**config.mk**
```make
export PLATFORM = sky130hd
export DESIGN_NAME = cm_clock_monitor
export DESIGN_NICKNAME = d
export VERILOG_FILES = /design/src/rtl/cm_pkg.sv /design/src/rtl/cm_spike_filter.sv /design/src/rtl/cm_loss_detector.sv /design/src/rtl/cm_glitchless_mux.sv /design/src/rtl/cm_clock_monitor.sv
export SDC_FILE = /design/constraint.sdc
export NUM_CORES = 1
export LEC_CHECK = 0
export ABC_AREA = 1
export BUFFER_PORTS_ARGS = -buffer_cell sky130_fd_sc_hd__clkbuf_2
export CAP_MARGIN = 10
export CORE_MARGIN = 1.5
export CORE_UTILIZATION = 55
export CTS_BUF_LIST = sky130_fd_sc_hd__clkbuf_4
export CTS_CLUSTER_SIZE = 20
export DETAILED_ROUTE_END_ITERATION = 7
export HOLD_SLACK_MARGIN = 0.15
export PLACE_DENSITY = 0.75
export SYNTH_ARGS = -nofsm -noshare
export SYNTH_HDL_FRONTEND = slang
export SYNTH_HIERARCHICAL = 1
export SYNTH_SLANG_ARGS = --single-unit
```
**constraint.sdc**
```tcl
create_clock -name ref_clk -period 3.45 [get_ports ref_clk]
set_input_delay 0.345 -clock ref_clk [delete_from_list [all_inputs] [get_ports ref_clk]]
set_output_delay 0.345 -clock ref_clk [all_outputs]
set_load 0.01 [all_outputs]
```
**src/rtl/cm_pkg.sv**
```systemverilog
// Shared types for the clock monitor.
package cm_pkg;
    // Route selector states: which source drives the output clock, or which
    // handover step is in progress.
    typedef enum logic [2:0] {
        RT_MAIN,
        RT_LEAVE_MAIN,
        RT_JOIN_SAFE,
        RT_SAFE,
        RT_LEAVE_SAFE,
        RT_JOIN_MAIN
    } route_e;
endpackage

```
**src/rtl/cm_spike_filter.sv**
```systemverilog
// Spike filter. Synchronizes the raw main clock into the reference domain
// and accepts a new level only after it has persisted for MIN_W reference
// cycles. Assumes the reference clock is several times faster than the main
// clock. When hold is high, all state is kept unchanged.
module cm_spike_filter #(
    parameter int MIN_W = 2
) (
    input  logic clk,
    input  logic rst_n,
    input  logic hold,
    input  logic raw,
    output logic lvl,
    output logic rise
);
    localparam int CW = $clog2(MIN_W + 1);

    logic          s1, s2;
    logic [CW-1:0] cnt;

    // Synchronize the input, count how long a differing level persists, and
    // accept the level once it has lasted MIN_W cycles.
    always_ff @(posedge clk) begin
        if (!rst_n) begin
            s1   <= 1'b0;
            s2   <= 1'b0;
            cnt  <= '0;
            lvl  <= 1'b0;
            rise <= 1'b0;
        end else if (!hold) begin
            s1   <= raw;
            s2   <= s1;
            rise <= 1'b0;
            if (s2 != lvl) begin
                if (cnt == CW'(MIN_W - 1)) begin
                    lvl  <= s2;
                    cnt  <= '0;
                    rise <= s2;
                end else begin
                    cnt <= cnt + 1'b1;
                end
            end else begin
                cnt <= '0;
            end
        end
    end
endmodule

```
**src/rtl/cm_loss_detector.sv**
```systemverilog
// Loss detector. Synchronizes the backup clock and declares the main clock
// lost when a whole backup period passes without an accepted main rising
// edge. The lost state clears after RECOV_EDGES accepted main edges that
// arrive without a silent backup period between them. Assumes the backup
// clock is much slower than the reference clock.
module cm_loss_detector #(
    parameter int RECOV_EDGES = 2
) (
    input  logic clk,
    input  logic rst_n,
    input  logic hold,
    input  logic safe_raw,
    input  logic main_rise,
    output logic safe_lvl,
    output logic safe_fall,
    output logic lost,
    output logic fail_evt
);
    localparam int RW = $clog2(RECOV_EDGES + 1);

    logic          s1, s2, s2_d;
    logic          armed, seen;
    logic [RW-1:0] rcnt;
    logic          safe_rise;

    assign safe_rise = s2 & ~s2_d;
    assign safe_fall = ~s2 & s2_d;
    assign safe_lvl  = s2;

    // Track main activity per backup period, declare loss, and count edges
    // toward recovery.
    always_ff @(posedge clk) begin
        if (!rst_n) begin
            s1       <= 1'b0;
            s2       <= 1'b0;
            s2_d     <= 1'b0;
            armed    <= 1'b0;
            seen     <= 1'b0;
            rcnt     <= '0;
            lost     <= 1'b0;
            fail_evt <= 1'b0;
        end else if (!hold) begin
            s1       <= safe_raw;
            s2       <= s1;
            s2_d     <= s2;
            fail_evt <= 1'b0;
            if (main_rise) seen <= 1'b1;
            if (safe_rise) begin
                armed <= 1'b1;
                seen  <= main_rise;
                if (!lost && armed && !seen && !main_rise) begin
                    lost     <= 1'b1;
                    fail_evt <= 1'b1;
                    rcnt     <= '0;
                end
                if (lost && !seen && !main_rise) rcnt <= '0;
            end
            if (lost && main_rise) begin
                if (rcnt == RW'(RECOV_EDGES - 1)) begin
                    lost <= 1'b0;
                    rcnt <= '0;
                end else begin
                    rcnt <= rcnt + 1'b1;
                end
            end
        end
    end
endmodule

```
**src/rtl/cm_glitchless_mux.sv**
```systemverilog
// Glitch-free route selector, clocked by the reference clock. It cuts the
// old source only while that source is low, or when the backup clock falls
// if a dead main clock is stuck high. It then waits for the new source to
// be low before following it. The output is registered.
module cm_glitchless_mux
    import cm_pkg::*;
(
    input  logic clk,
    input  logic rst_n,
    input  logic hold,
    input  logic want_safe,
    input  logic main_lvl,
    input  logic safe_lvl,
    input  logic safe_fall,
    output logic clk_out
);
    route_e state, state_d;
    logic   out_d;

    // Next-state logic for the handover sequence.
    always_comb begin
        state_d = state;
        unique case (state)
            RT_MAIN:       if (want_safe) state_d = RT_LEAVE_MAIN;
            RT_LEAVE_MAIN: if (!main_lvl || safe_fall) state_d = RT_JOIN_SAFE;
            RT_JOIN_SAFE:  if (!safe_lvl) state_d = RT_SAFE;
            RT_SAFE:       if (!want_safe) state_d = RT_LEAVE_SAFE;
            RT_LEAVE_SAFE: if (want_safe) state_d = RT_SAFE;
                           else if (!safe_lvl) state_d = RT_JOIN_MAIN;
            RT_JOIN_MAIN:  if (want_safe) state_d = RT_JOIN_SAFE;
                           else if (!main_lvl) state_d = RT_MAIN;
            default:       state_d = RT_MAIN;
        endcase
    end

    // Output level for the state being entered; gated states drive low.
    always_comb begin
        unique case (state_d)
            RT_MAIN, RT_LEAVE_MAIN: out_d = main_lvl;
            RT_SAFE, RT_LEAVE_SAFE: out_d = safe_lvl;
            default:                out_d = 1'b0;
        endcase
    end

    // State and output registers, frozen while hold is high.
    always_ff @(posedge clk) begin
        if (!rst_n) begin
            state   <= RT_MAIN;
            clk_out <= 1'b0;
        end else if (!hold) begin
            state   <= state_d;
            clk_out <= out_d;
        end
    end
endmodule

```
**src/rtl/cm_clock_monitor.sv**
```systemverilog
// Clock monitor top. It captures the function enable during reset, chains
// the spike filter, loss detector and route selector, and keeps the failover
// flag, the interrupt enable and the request logic. HALT freezes every part
// of the block. With the function disabled, the raw main clock is passed
// through. Everything runs in the reference clock domain.
module cm_clock_monitor #(
    parameter int MIN_W       = 2,
    parameter int RECOV_EDGES = 2
) (
    input  logic ref_clk,
    input  logic rst_n,
    input  logic opt_enable,
    input  logic main_clk_in,
    input  logic safe_clk_in,
    input  logic halt_mode,
    input  logic wait_mode,
    input  logic irq_mask,
    input  logic ie_we,
    input  logic ie_wdata,
    input  logic flag_clr_we,
    output logic sys_clk_out,
    output logic status_flag,
    output logic status_ie,
    output logic irq_req,
    output logic wait_wake
);
    logic en_q, hold;
    logic main_lvl, main_rise;
    logic safe_lvl, safe_fall, lost, fail_evt;
    logic mux_clk;

    assign hold = ~en_q | halt_mode;

    // Capture the function enable while reset is active.
    always_ff @(posedge ref_clk) begin
        if (!rst_n) en_q <= opt_enable;
    end

    cm_spike_filter #(.MIN_W(MIN_W)) u_filt (
        .clk(ref_clk), .rst_n(rst_n), .hold(hold), .raw(main_clk_in),
        .lvl(main_lvl), .rise(main_rise)
    );

    cm_loss_detector #(.RECOV_EDGES(RECOV_EDGES)) u_det (
        .clk(ref_clk), .rst_n(rst_n), .hold(hold), .safe_raw(safe_clk_in),
        .main_rise(main_rise), .safe_lvl(safe_lvl), .safe_fall(safe_fall),
        .lost(lost), .fail_evt(fail_evt)
    );

    cm_glitchless_mux u_mux (
        .clk(ref_clk), .rst_n(rst_n), .hold(hold), .want_safe(lost),
        .main_lvl(main_lvl), .safe_lvl(safe_lvl), .safe_fall(safe_fall),
        .clk_out(mux_clk)
    );

    // Status and control bits; frozen in HALT, and a set wins over a clear.
    always_ff @(posedge ref_clk) begin
        if (!rst_n) begin
            status_flag <= 1'b0;
            status_ie   <= 1'b0;
        end else if (!halt_mode) begin
            if (ie_we) status_ie <= ie_wdata;
            if (fail_evt && en_q) status_flag <= 1'b1;
            else if (flag_clr_we) status_flag <= 1'b0;
        end
    end

    assign sys_clk_out = en_q ? mux_clk : main_clk_in;
    assign irq_req     = status_flag & status_ie & ~irq_mask & ~halt_mode;
    assign wait_wake   = irq_req & wait_mode;
endmodule

```
==> impl_metrics.env <==
export IMPL_hold_path_depth=1
export IMPL_hold_class="in2reg"
export IMPL_synth_warnings=6
export IMPL_syn_to_final_growth_pct=12.08
export IMPL_cp_arrival_ns=1.78
export IMPL_tightest_slew_ns=0.5171
export IMPL_yosys_area_share_adder=0
export IMPL_criticalPathCategory="reg2reg"
export IMPL_worst_path_buf_inv=1
export IMPL_gr_total_overflow=0
export IMPL_numPortBuffers=15
export IMPL_cts_sinks=22
export IMPL_tns_ns=0
export IMPL_die_y_microns=49.34
export IMPL_leakagePower_uw=0.0006081
export IMPL_nets=211
export IMPL_cts_buffer_depth=2
export IMPL_finalSetupViolations=0
export IMPL_period_needed_ns=1.551
export IMPL_fin_util=0.6613
export IMPL_post_dp_hpwl_microns=1777
export IMPL_final_cell_mix="45 x nand2_1, 25 x nor2_1, 24 x inv_1"
export IMPL_route_top_layer_used="met4"
export IMPL_hold_viol=0
export IMPL_cts_inserted_buffers=3
export IMPL_power_density_nw_per_um2=411.2
export IMPL_ys_seq_area_frac=0.3814
export IMPL_period_share=0.4496
export IMPL_met1_length_microns=1035
export IMPL_syn_avg_cell_area_sq_um=6.490
export IMPL_synth_top_family_by_area="simple AND/OR/NAND/NOR gates"
export IMPL_synth_edff_count=1
export IMPL_slew_violations=0
export IMPL_critPathCaptureType="register"
export IMPL_grt_pass1_vias=1065
export IMPL_first_pass_iters=4
export IMPL_dieArea_sq_um=2434
export IMPL_skew_ns=0.008368
export IMPL_initial_core_util=0.5900
export IMPL_hold_slack_ns=0.1909
export IMPL_sw_frac_of_total=0.2506
export IMPL_fmax_mhz=644.7
export IMPL_vias=1120
export IMPL_netSwitchingPower_uw=136.4
export IMPL_clk_latency_ns=0.32
export IMPL_rr_startpoint="en_q$_DFFE_PN_"
export IMPL_cts_root_buf="clkbuf_4"
export IMPL_synthArstFlopShare=0
export IMPL_grt_usage=0.2173
export IMPL_dpl_cell_area_sq_um=1271
export IMPL_cts_tree="done"
export IMPL_finalWirelength_microns=2290
export IMPL_wl_met2_microns=1103
export IMPL_num_rows=16
export IMPL_antenna_found_initial=0
export IMPL_coreArea_sq_um=2002
export IMPL_ant_nets=0
export IMPL_hold_buffers=0
export IMPL_crit_chain="nand2_1 -> inv_2 -> nand3_1 -> nand2_1 -> a21oi_1 -> nor2_1"
export IMPL_regToRegEndpoint="u_det/rcnt[0]$_SDFFE_PN0P_"
export IMPL_io_pins=16
export IMPL_wire_per_inst_microns=10.13
export IMPL_power_frac_seq=0.510
export IMPL_min_delay_start="opt_enable"
export IMPL_regArea_sq_um=450.4
export IMPL_cts_resized_gates=0
export IMPL_worstPathRequired_ns=3.68
export IMPL_clkTransAtPathRegs_ns=0.13
export IMPL_drtIter0Drc=19
export IMPL_cellInternalPower_uw=407.9
export IMPL_grt_pass1_wl_microns=4126
export IMPL_wl_met3_microns=100
export IMPL_via_per_inst=4.956
export IMPL_crit_family="simple AND/OR/NAND/NOR gates"
export IMPL_yosysUniqueCellTypes=23
export IMPL_crit_top_cell="nand2_1"
export IMPL_routabilityCongestion=0.8426
export IMPL_n_fill_cell=185
export IMPL_synthCells=182
export IMPL_design_area_sq_um=1324
export IMPL_die_width_microns=49.34
export IMPL_drv_cap=0
export IMPL_layout_commonest_cell="nand2_1"
export IMPL_synthMuxAreaShare=0
export IMPL_synth_compound_area_share=0.1186
export IMPL_synthFlopType="dfxtp_1"
export IMPL_rsz0062_at_grt="false"
export IMPL_yosys_area_share_simple=0.3824
export IMPL_max_slew_margin=0.6544
export IMPL_yosys_register_bits=22
export IMPL_syn_area_sq_um=1181
export IMPL_cp_start_kind="register"
export IMPL_synth_xor_area_share=0
export IMPL_crit_slowest_cell="edfxtp_1"
export IMPL_syn_nets=193
export IMPL_grt_max_degree=17
export IMPL_multi_input_area_sq_um=591.8
export IMPL_vdd_drop_max_mv=0.3384
export IMPL_r2r_cells=6
export IMPL_regToRegSetupSlack_ns=1.90
export IMPL_crit_path_max_fanout=16
export IMPL_htreeDepth=1
export IMPL_drc=0
export IMPL_cts_setup_buffers=0
export IMPL_power_frac_comb=0.124
export IMPL_min_to="en_q$_DFFE_PN_"
export IMPL_clkPwrFrac=0.366
export IMPL_status="finished, final reports clean"
export IMPL_final_layout_size_suffix_gt1_frac=0.2010
export IMPL_n_antenna_cell=0
export IMPL_cpPeakStageDelay_ns=0.44
==> layout make-up <==
class                   count  share of cell area
repair buffers             15             0.05671
flip-flops and latches     22              0.3403
well taps                  27             0.02552
clock buffers               3             0.01701
clock inverters             1             0.02268
inverters                  32             0.09074
multi-input cells         126              0.4471
==> routing by layer <==
metal,up-vias,global-route usage
met4,0,0.1381
met1,490,0.2524
met2,23,0.3739
met3,5,0.02761
met5,-,0
li1,602,-
==> cell families (layout without fill, tap and decap cells) <==
family / Yosys count / count (layout)
DFF: 22 / 22
and+or+nand+nor: 100 / 100
buffers and inverters: 34 / 51
AOI/OAI and AO/OA: 26 / 26
==> synthesized netlist by cell type (2+ instances only) <==
cell / count / area share
o21ai_1: 2 / 0.0085
nand3_1: 16 / 0.068
nand2_1: 45 / 0.14
o21ai_0: 7 / 0.030
inv_1: 24 / 0.076
nor2_1: 25 / 0.079
a21oi_1: 14 / 0.059
nand2_2: 3 / 0.016
inv_2: 8 / 0.025
dfxtp_1: 21 / 0.36
nor2_2: 5 / 0.026
==> worst max path at each step <==
stage / start / end / cells past startpoint
6_report: en_q$_DFFE_PN_ / u_det/rcnt[0]$_SDFFE_PN0P_ / 6
5_1_grt: en_q$_DFFE_PN_ / u_det/rcnt[1]$_SDFFE_PN0P_ / 7
4_1_cts: en_q$_DFFE_PN_ / u_det/rcnt[0]$_SDFFE_PN0P_ / 6
3_5_place_dp: halt_mode / u_det/rcnt[0]$_SDFFE_PN0P_ / 9
3_3_place_gp: halt_mode / u_det/lost$_SDFFE_PN0N_ / 7
2_1_floorplan: halt_mode / u_det/fail_evt$_SDFFE_PN0N_ / 6
==> through the flow <==
| step | power [uW] | setup WS, ns | std cells |
|---|---|---|---|
| after global placement | 348.1 | 1.896 | 222 |
| final | 544.3 | 1.899 | 226 |
| after CTS | 551.0 | 1.907 | 226 |
| after floorplan | 333.2 | 2.128 | 182 |
| after detailed placement | 350.5 | 1.815 | 222 |
| after global routing | 571.9 | 1.730 | 226 |
==> power groups by stage <==
stage / sequential [uW] / clock [uW] / combinational, uW
final: 278 / 199 / 67.4
after floorplan: 278 / 0 / 55.5
after detailed placement: 283 / 0 / 67.1
after CTS: 278 / 206 / 67.4
after global placement: 283 / 0 / 65.2
after global routing: 280 / 214 / 78.5
==> sequential cells by signal, summed over array words and instances (netlist names) <==
| register | count |
|---|---|
| u_mux/state | 3 |
| u_det/rcnt | 2 |
| u_filt/cnt | 2 |
| en_q | 1 |
| status_flag | 1 |
| status_ie | 1 |
| u_det/armed | 1 |
| u_det/fail_evt | 1 |
| u_det/lost | 1 |
| u_det/s1 | 1 |
| u_det/s2_d | 1 |
| u_det/safe_lvl | 1 |
| u_det/seen | 1 |
| u_filt/lvl | 1 |
| u_filt/rise | 1 |
| u_filt/s1 | 1 |
| u_filt/s2 | 1 |
| u_mux/clk_out | 1 |
==> worst reg2reg max path, delay by kind of cell, from the launching register on <==
family	cells	cell delay [ns]
AO/OA/AOI/OAI	1	0.17
flip-flops	1	0.44
buffers and inverters	1	0.16
AND/OR/NAND/NOR	4	0.69
(Power assumes the default switching activity.)
